--- config.mk ---
export PLATFORM = sky130hd
export DESIGN_NAME = seg_addr_gen
export DESIGN_NICKNAME = d
export VERILOG_FILES = /design/src/rtl/seg_addr_pkg.sv /design/src/rtl/seg_pfx_hold.sv /design/src/rtl/seg_offset_calc.sv /design/src/rtl/seg_base_sel.sv /design/src/rtl/seg_addr_gen.sv
export SDC_FILE = /design/constraint.sdc
export NUM_CORES = 1
export LEC_CHECK = 0
export ABC_AREA = 1
export CAP_MARGIN = 20
export CORE_MARGIN = 10
export CORE_UTILIZATION = 49
export CTS_BUF_LIST = sky130_fd_sc_hd__clkbuf_8
export DETAILED_ROUTE_END_ITERATION = 8
export HOLD_SLACK_MARGIN = 0.06
export PLACE_DENSITY = 0.81
export SETUP_SLACK_MARGIN = 0.4
export SLEW_MARGIN = 30
export SYNTH_ARGS = -nofsm -noshare
export SYNTH_HDL_FRONTEND = slang
export SYNTH_SLANG_ARGS = --single-unit
--- constraint.sdc ---
create_clock -name clk -period 6.04 [get_ports clk]
set_input_delay 1.208 -clock clk [delete_from_list [all_inputs] [get_ports clk]]
set_output_delay 1.208 -clock clk [all_outputs]
set_load 0.02 [all_outputs]
--- src/rtl/seg_addr_pkg.sv ---
package seg_addr_pkg;

    typedef enum logic [2:0] {
        AM_FETCH  = 3'd0,
        AM_ABS    = 3'd1,
        AM_ABS_X  = 3'd2,
        AM_ABS_Y  = 3'd3,
        AM_LONG   = 3'd4,
        AM_LONG_X = 3'd5,
        AM_STK    = 3'd6,
        AM_PTR_Y  = 3'd7
    } am_e;

    typedef enum logic [1:0] {
        SEG_ZERO = 2'd0,
        SEG_CODE = 2'd1,
        SEG_DATA = 2'd2,
        SEG_IO   = 2'd3
    } seg_e;

    typedef enum logic [1:0] {
        PFX_CODE = 2'd0,
        PFX_ZERO = 2'd1,
        PFX_IO   = 2'd2,
        PFX_NONE = 2'd3
    } pfx_e;

endpackage

--- src/rtl/seg_pfx_hold.sv ---
module seg_pfx_hold
    import seg_addr_pkg::*;
(
    input  logic       clk,
    input  logic       rst_n,
    input  logic       pfx_load_i,
    input  logic [1:0] pfx_kind_i,
    input  logic       instr_end_i,
    output pfx_e       pfx_o
);

    typedef struct packed {
        pfx_e kind;
    } hold_t;

    hold_t st_d, st_q;

    always_comb begin
        st_d = st_q;
        if (instr_end_i) begin
            st_d.kind = PFX_NONE;
        end
        if (pfx_load_i) begin
            st_d.kind = pfx_e'(pfx_kind_i);
        end
    end

    always_ff @(posedge clk) begin
        if (!rst_n) begin
            st_q.kind <= PFX_NONE;
        end else begin
            st_q <= st_d;
        end
    end

    assign pfx_o = st_q.kind;


    pfx_clear_chk: assert property (@(posedge clk) disable iff (!rst_n)
        (instr_end_i && !pfx_load_i) |=> (pfx_o == PFX_NONE));


    pfx_load_chk: assert property (@(posedge clk) disable iff (!rst_n)
        pfx_load_i |=> (pfx_o == pfx_e'($past(pfx_kind_i))));


    pfx_keep_chk: assert property (@(posedge clk) disable iff (!rst_n)
        (!pfx_load_i && !instr_end_i) |=> $stable(pfx_o));

endmodule

--- src/rtl/seg_offset_calc.sv ---
module seg_offset_calc
    import seg_addr_pkg::*;
#(
    parameter int AW       = 32,
    parameter int PC_W     = 24,
    parameter int BANK_W   = 8,
    parameter int SHORT_W  = 16,
    parameter int DISP_W   = 8,
    parameter int SR_SHIFT = 2
) (
    input  logic              wide_i,
    input  am_e               mode_i,
    input  logic [AW-1:0]     offset_i,
    input  logic [AW-1:0]     x_i,
    input  logic [AW-1:0]     y_i,
    input  logic [AW-1:0]     sp_i,
    input  logic [BANK_W-1:0] bank_i,
    input  logic [PC_W-1:0]   pc_i,
    output logic [AW-1:0]     off_o
);

    localparam int LONG_W = BANK_W + SHORT_W;

    logic [AW-1:0]      idx;
    logic [LONG_W-1:0]  emu_abs;
    logic [LONG_W-1:0]  emu_long;
    logic [SHORT_W-1:0] emu_stk;
    logic [AW-1:0]      disp_sc;
    logic [AW-1:0]      wide_stk;
    logic [AW-1:0]      wide_lin;

    always_comb begin
        unique case (mode_i)
            AM_ABS_X, AM_LONG_X: idx = x_i;
            AM_ABS_Y, AM_PTR_Y:  idx = y_i;
            default:             idx = '0;
        endcase

        emu_abs  = {bank_i, offset_i[SHORT_W-1:0]} + idx[LONG_W-1:0];
        emu_long = offset_i[LONG_W-1:0] + idx[LONG_W-1:0];
        emu_stk  = sp_i[SHORT_W-1:0] + SHORT_W'(offset_i[DISP_W-1:0]);
        disp_sc  = AW'(offset_i[DISP_W-1:0]) << SR_SHIFT;
        wide_stk = sp_i + disp_sc;
        wide_lin = offset_i + idx;

        unique case (mode_i)
            AM_FETCH:                   off_o = AW'(pc_i);
            AM_STK:                     off_o = wide_i ? wide_stk : AW'(emu_stk);
            AM_ABS, AM_ABS_X, AM_ABS_Y: off_o = wide_i ? wide_lin : AW'(emu_abs);
            default:                    off_o = wide_i ? wide_lin : AW'(emu_long);
        endcase
    end

endmodule

--- src/rtl/seg_base_sel.sv ---
module seg_base_sel
    import seg_addr_pkg::*;
#(
    parameter int          AW      = 32,
    parameter logic [31:0] IO_BASE = 32'hFFD0_0000
) (
    input  am_e           mode_i,
    input  pfx_e          pfx_i,
    input  logic [AW-1:0] cs_i,
    input  logic [AW-1:0] ds_i,
    output seg_e          seg_o,
    output logic [AW-1:0] base_o
);

    always_comb begin
        unique case (mode_i)
            AM_FETCH: seg_o = SEG_CODE;
            AM_STK:   seg_o = SEG_ZERO;
            default: begin
                unique case (pfx_i)
                    PFX_CODE: seg_o = SEG_CODE;
                    PFX_ZERO: seg_o = SEG_ZERO;
                    PFX_IO:   seg_o = SEG_IO;
                    default:  seg_o = SEG_DATA;
                endcase
            end
        endcase

        unique case (seg_o)
            SEG_CODE: base_o = cs_i;
            SEG_DATA: base_o = ds_i;
            SEG_IO:   base_o = AW'(IO_BASE);
            default:  base_o = '0;
        endcase
    end

endmodule

--- src/rtl/seg_addr_gen.sv ---
module seg_addr_gen
    import seg_addr_pkg::*;
#(
    parameter int          AW       = 32,
    parameter int          PC_W     = 24,
    parameter int          BANK_W   = 8,
    parameter int          SHORT_W  = 16,
    parameter int          DISP_W   = 8,
    parameter int          SR_SHIFT = 2,
    parameter logic [31:0] IO_BASE  = 32'hFFD0_0000
) (
    input  logic              clk,
    input  logic              rst_n,
    input  logic              req_valid_i,
    input  logic [2:0]        mode_i,
    input  logic              wide_i,
    input  logic [AW-1:0]     offset_i,
    input  logic [AW-1:0]     idx_x_i,
    input  logic [AW-1:0]     idx_y_i,
    input  logic [AW-1:0]     sp_i,
    input  logic [BANK_W-1:0] bank_i,
    input  logic [PC_W-1:0]   pc_i,
    input  logic [AW-1:0]     cs_base_i,
    input  logic [AW-1:0]     ds_base_i,
    input  logic              pfx_load_i,
    input  logic [1:0]        pfx_kind_i,
    input  logic              instr_end_i,
    output logic              addr_valid_o,
    output logic [AW-1:0]     addr_o,
    output logic [1:0]        seg_o
);

    typedef struct packed {
        logic          valid;
        logic [AW-1:0] addr;
        seg_e          seg;
    } out_t;

    am_e           mode;
    pfx_e          pfx_held;
    logic [AW-1:0] off_w;
    logic [AW-1:0] base_w;
    seg_e          seg_w;
    out_t          out_d, out_q;

    assign mode = am_e'(mode_i);

    seg_pfx_hold u_pfx (
        .clk         (clk),
        .rst_n       (rst_n),
        .pfx_load_i  (pfx_load_i),
        .pfx_kind_i  (pfx_kind_i),
        .instr_end_i (instr_end_i),
        .pfx_o       (pfx_held)
    );

    seg_offset_calc #(
        .AW       (AW),
        .PC_W     (PC_W),
        .BANK_W   (BANK_W),
        .SHORT_W  (SHORT_W),
        .DISP_W   (DISP_W),
        .SR_SHIFT (SR_SHIFT)
    ) u_off (
        .wide_i   (wide_i),
        .mode_i   (mode),
        .offset_i (offset_i),
        .x_i      (idx_x_i),
        .y_i      (idx_y_i),
        .sp_i     (sp_i),
        .bank_i   (bank_i),
        .pc_i     (pc_i),
        .off_o    (off_w)
    );

    seg_base_sel #(
        .AW      (AW),
        .IO_BASE (IO_BASE)
    ) u_base (
        .mode_i (mode),
        .pfx_i  (pfx_held),
        .cs_i   (cs_base_i),
        .ds_i   (ds_base_i),
        .seg_o  (seg_w),
        .base_o (base_w)
    );

    always_comb begin
        out_d       = out_q;
        out_d.valid = req_valid_i;
        if (req_valid_i) begin
            out_d.addr = base_w + off_w;
            out_d.seg  = seg_w;
        end
    end

    always_ff @(posedge clk) begin
        if (!rst_n) begin
            out_q.valid <= 1'b0;
            out_q.addr  <= '0;
            out_q.seg   <= SEG_ZERO;
        end else begin
            out_q <= out_d;
        end
    end

    assign addr_valid_o = out_q.valid;
    assign addr_o       = out_q.addr;
    assign seg_o        = out_q.seg;


    valid_follow_chk: assert property (@(posedge clk) disable iff (!rst_n)
        req_valid_i |=> addr_valid_o);


    idle_follow_chk: assert property (@(posedge clk) disable iff (!rst_n)
        !req_valid_i |=> !addr_valid_o);


    fetch_code_chk: assert property (@(posedge clk) disable iff (!rst_n)
        (req_valid_i && mode == AM_FETCH) |=>
        (seg_o == SEG_CODE && addr_o == $past(cs_base_i) + AW'($past(pc_i))));


    stack_zero_chk: assert property (@(posedge clk) disable iff (!rst_n)
        (req_valid_i && mode == AM_STK) |=>
        (seg_o == SEG_ZERO && addr_o == $past(off_w)));


    io_base_chk: assert property (@(posedge clk) disable iff (!rst_n)
        (req_valid_i && pfx_held == PFX_IO && mode != AM_FETCH && mode != AM_STK) |=>
        (seg_o == SEG_IO && addr_o == $past(off_w) + AW'(IO_BASE)));

endmodule

# ---- After elaboration in Yosys (flattened, before gate mapping)
# Index checks and enable logic that the tools add are counted.
dict set report classes {
  n_addsub 6
  n_eq_ne 11
  n_mux 10
  reduce_logical 6
}
# operator count
set ops {}
lappend ops {{32-bit one-hot mux with 3 select lines} 2}
lappend ops {{32-bit two-way mux} 3}
lappend ops {{32-bit adder} 2}
lappend ops {{32-bit one-hot mux with 2 select lines} 1}
lappend ops {{24-bit adder} 2}
lappend ops {{32-bit by 10-bit adder with 32-bit output} 1}
lappend ops {{16-bit by 8-bit adder with 16-bit output} 1}
lappend ops {{3-bit == test, second input constant} 3}
lappend ops {{2-bit == test, second input constant} 3}
lappend ops {{3-bit by 2-bit == test with 1-bit output, second input constant} 2}
lappend ops {{2-bit one-hot mux with 3 select lines} 1}
lappend ops {{2-bit by 1-bit == test with 1-bit output, second input constant} 2}
lappend ops {{2-bit two-way mux} 2}
lappend ops {{2-bit one-hot mux with 2 select lines} 1}
lappend ops {{2-bit OR reduction} 2}
lappend ops {{3-bit by 1-bit == test with 1-bit output, second input constant} 1}
lappend ops {{3-bit zero test} 1}
lappend ops {{3-bit OR reduction} 1}
lappend ops {{2-bit zero test} 1}
lappend ops {{2-bit nonzero test} 1}
dict set report word_totals {
  reg_bits 37
  input_bits 235
  out_inout_bits 35
  elab_cells 37
}

# ---- Logic depth before layout (Yosys ltp)
dict set report depth {
  word_depth 7
  mapped_depth 32
  depth_no_buf 31
}

# ---- Modules after synthesis
# Synthesis repeated with hierarchy kept, for this count alone.
dict set report unflattened {
  cells_unflattened 1881
  area_unflattened_um2 9945.8
}
# module instances cells_each area_each_um2 seq_area_each_um2
set by_module_without_submodules {}
lappend by_module_without_submodules {seg_offset_calc 1 1074 5417.7 0.0}
lappend by_module_without_submodules {seg_addr_gen 1 665 3613.5 700.7}
lappend by_module_without_submodules {seg_base_sel 1 126 819.5 0.0}
lappend by_module_without_submodules {seg_pfx_hold 1 16 95.1 40.0}

# ---- Least setup slack after synthesis
# OpenSTA, ideal clock, no wires.
dict set report synth_timing {
  path_type {in2reg}
  from {input mode_i[2]}
  to {register out_q (netlist bit addr_o[31])}
  setup_ns 0.109
  t_arrival_ns 4.918
  setup_slack_ns 1.013
  stages 27
  path_buffers 2
  cell_sequence {buf_4 > o21ai_2 > clkbuf_1 > a22o_1 > ha_1 > inv_1 > fa_1 > o21ai_0 > nand3_1 > nand3_1 > nor2_1 > nor2_1 > nand2_1 > nand3_1 > nand3b_1 > ha_1 > a21oi_1 > o21ai_0 > a21oi_1 > inv_1 > nand2_1 > o211ai_1 > a21o_1 > nand3_1 > nand3_1 > nand2_1 > inv_1}
}
dict set report synth_via {
  elab_chain_cells 7
}
# element line
set synth_rtl {}
lappend synth_rtl {{start, declared} seg_addr_gen.sv:15} ;# input logic [2:0] mode_i,
lappend synth_rtl {{3-bit == test / 3-bit by 2-bit == test with 1-bit output (equally long branches)} {seg_offset_calc.sv:33, seg_offset_calc.sv:46}}
lappend synth_rtl {{2-bit OR reduction} seg_offset_calc.sv:33} ;# unique case (mode_i)
lappend synth_rtl {{32-bit one-hot mux with 2 select lines} seg_offset_calc.sv:33}
lappend synth_rtl {{32-bit adder (tied with other cells)} seg_offset_calc.sv:44} ;# wide_lin = offset_i + idx;
lappend synth_rtl {{32-bit two-way mux (on tied branches)} {seg_offset_calc.sv:50, seg_offset_calc.sv:49}}
lappend synth_rtl {{32-bit one-hot mux with 3 select lines} seg_offset_calc.sv:46} ;# unique case (mode_i)
lappend synth_rtl {{32-bit adder *} seg_addr_gen.sv:92} ;# out_d.addr = base_w + off_w;
lappend synth_rtl {{end signal, assigned} seg_addr_gen.sv:103} ;# out_q <= out_d;
lappend synth_rtl {{end, declared} seg_addr_gen.sv:44} ;# out_t out_d, out_q;
# Mark *: on every way between the ends. The rest lies on a longest branch, timed or not.
# A chain may end at the register's enable or synchronous reset.

# ---- Final worst setup path
dict set report layout_timing {
  from {input mode_i[1]}
  to {register out_q (netlist bit addr_o[29])}
}
# The elaborated chain is that of the path after synthesis.

==> metrics.yaml <==
worst_setup_path:
  path_max_fanout: 9
  regToRegSetupSlack_ns: 2.69
  rr_startpoint: "u_pfx.pfx_o[0]$_SDFFE_PN1P_"
  crit_arrival_ns: 5.69
  end_kind: "flip-flop"
  crit_start: "mode_i[1]"
  cp-start-kind: "primary input"
  cp-endpoint: "addr_o[29]$_SDFFE_PN0P_"
  r2r_end: "addr_o[29]$_SDFFE_PN0P_"
  worstSetupPathType: "primary input to flip-flop"
  critPathRequiredTime_ns: 6.24
  ff2ff_path_depth: 15
sta:
  worstMarginPinSlew_ns: 0.899
  finalCriticalPeriod_ns: 5.48
  slew_headroom: 0.399
  rsz0062_at_grt: "true"
  finalHoldViolCount: 0
  max_freq_mhz: 182
  clock_skew_ns: 0.0166
  finalCritPeriodShare: 0.908
  drv_slew: 0
  setup_viol: 0
  tns_ns: 0
placed_design:
  dp_hpwl_microns: 31800
  place_congestion: 1.03
  port_buffers: 269
  place_inst: 2007
drt:
  drtAntennaViolNets: 0
  drc: 0
  route.vias.total: 11700
  avgRoutedWirePerCell_microns: 18.9
  drtPass1Iterations: 7
  avgViaCountPerCell: 5.80
  drt_iter0_drc: 1160
  routed_wl_microns: 38300
global_route:
  grtUsageTotal: 0.299
  grt_pass1_wl_microns: 58000
  grt_max_degree: 34
  grt_pass1_vias: 11200
  antenna_found_initial: 0
  grt-ovfl-total: 0
cells_and_area:
  area_growth_pct: 45.1
  final_core_util: 0.720
  layout-drive-gt1-share: 0.106
  stdcell_count: 2024
  layout_commonest_cell: "nand2_1"
  n_antenna_cell: 0
  nets: 2122
  final_cell_mix: "351 x nand2_1, 268 x clkdlybuf4s50_1, 183 x inv_1"
cts:
  htree_num_levels: 2
  clk_latency_ns: 0.32
  clockBufferDepth: 2
  cts_inserted_buffers: 5
  cts.sinks: 37
  clk_pin_slew_ns: 0.08
  cts_tree: "yes"
  cts_root_buffer: "clkbuf_8"
floorplan:
  die_h_microns: 152
  core_area_sq_um: 17200
  start_util: 0.496
  io_pins: 270
  std_cell_rows: 48
  die_area_sq_um: 23100
  die_w_microns: 152
logic_synthesis:
  async_flop_share: 0
  synth-xor-area-share: 0.0360
  synth.cell_area_sq_um: 8520
  synth_area_leaders: "nand2_1 16%, ha_1 12%, dfxtp_1 8.7%, inv_1 8.1%, nand3_1 7.9%"
  synthSimpleGateAreaFrac: 0.376
  synth_edf_count: 0
  synth_top_area_share: 0.158
  yosysTopAreaCell: "nand2_1"
  syn_inst: 1498
  synth_compound_area_frac: 0.264
  ys.flop_type: "dfxtp_1"
  synth_warnings: 0
  synth_mux_area_frac: 0
  synth_seq_cells: 37
  synth_top_family_by_area: "simple AND/OR/NAND/NOR gates"
  syn_avg_cell_area_sq_um: 5.69
  synthesis.nets: 1822
  synthAdderAreaFrac: 0.134
  seq_area_frac_synth: 0.0870
  synth_cell_types: 60
outcome:
  status: "completed"
power_and_ir_drop:
  power_switching_w: 0.000989
  power_density_nw_per_um2: 167
  ir_drop_uv: 146
  pwr-share-comb: 0.722
  p_sw_frac: 0.479
  cellLeakagePower_nw: 5.90
  pwr-share-seq: 0.144
  pwr-share-clk: 0.135
  power.internal_w: 0.00107
run:
  drv_cap: 0
hold_path:
  min_path_type: "flip-flop to flip-flop"
[cells in the mapped netlist, types with 22 or more instances]
master,number
a21oi_1,125
a22o_1,30
clkbuf_1,29
dfxtp_1,37
ha_1,85
inv_1,183
nand2_1,359
nand3_1,134
nor2_1,166
o211ai_1,22
o21ai_0,90
xor2_1,24
[how the worst min path moves through the flow]
stage                                           start  slack [ns]  cells after the start                          end
after floorplan           u_pfx.pfx_o[1]$_SDFFE_PN1P_        0.47                      2  u_pfx.pfx_o[1]$_SDFFE_PN1P_
after global placement        addr_o[23]$_SDFFE_PN0P_        0.46                      2      addr_o[23]$_SDFFE_PN0P_
after detailed placement      addr_o[23]$_SDFFE_PN0P_        0.47                      2      addr_o[23]$_SDFFE_PN0P_
after CTS                     addr_o[25]$_SDFFE_PN0P_        0.49                      2      addr_o[25]$_SDFFE_PN0P_
after global routing          addr_o[23]$_SDFFE_PN0P_        0.52                      2      addr_o[23]$_SDFFE_PN0P_
final                         addr_o[25]$_SDFFE_PN0P_        0.49                      2      addr_o[25]$_SDFFE_PN0P_
[cell families (layout without fill, tap and decap cells)]
logic type / Yosys count / in the layout
buf+inv: 231 / 532
xor+xnor: 35 / 35
compound gates: 366 / 366
fa+ha+maj: 89 / 89
simple gates: 740 / 740
flops: 37 / 37
[worst max-delay path, cell delays in order]
cell	delay, ns
clkdlybuf4s50_1	0.53
nand2_2	0.10
o21ai_2	0.19
buf_4	0.20
a22o_1	0.23
ha_4	0.25
nand2_1	0.11
inv_1	0.07
a21oi_1	0.14
nand2_1	0.11
nand2_1	0.12
nand2_4	0.11
a21oi_1	0.18
xor2_1	0.24
nand2_1	0.08
nand3_1	0.10
a22oi_2	0.07
ha_1	0.35
buf_4	0.17
nand2_1	0.11
o21a_1	0.23
nand2_1	0.08
a221oi_1	0.25
nand2_1	0.12
nand2_1	0.07
nand2_1	0.04
o21ai_0	0.15
inv_1	0.05
[metal layers]
metal  routed length, microns  up-vias  share of wire  GRT usage
met5                        0        -              0          0
li1                         -     5707              -          -
met2                    17500      636           0.46      0.495
met3                     3050      107          0.080     0.0474
met1                    16100     5291           0.42      0.378
met4                     1620        0          0.042      0.122
[stage by stage]
step	total power (W)	hold WS [ns]	setup WS [ns]	area, sq um
after CTS	0.00194	0.492	0.408	11900
after detailed placement	0.00166	0.470	-0.0428	11800
after floorplan	0.00111	0.466	1.01	8520
after global routing	0.00220	0.515	0.348	12400
final	0.00206	0.487	0.556	12400
after global placement	0.00164	0.463	0.00167	11800
[flip-flops by register name, indices dropped and copies added, names as in the netlist]
name and cells:
u_pfx.pfx_o 2, addr_valid_o 1, seg_o 2, addr_o 32
[layout make-up]
type	instances	area (sq um)
inverter	191	717
clock inverter	3	68.8
timing repair buffer	333	3190
sequential	37	741
multi-input combinational	1230	7290
fill	1515	4810
clock buffer	5	68.8
tap	225	282
[power groups by stage]
stage                     logic (W)  clock network [W]  registers [W]
after floorplan            0.000772                  0       0.000338
after global placement      0.00134                  0       0.000299
after detailed placement    0.00136                  0       0.000300
after CTS                   0.00137           0.000275       0.000296
after global routing        0.00161           0.000286       0.000299
final                       0.00149           0.000278       0.000296
[repair_timing]
item                                    in CTS  in global routing
endpoints found under the setup margin       2                 15
setup buffers                                0                  9
pin swaps                                    0                 15
hold buffers                                 0                  0
gates resized for setup                      3                 88
(Power assumes the default switching activity.)
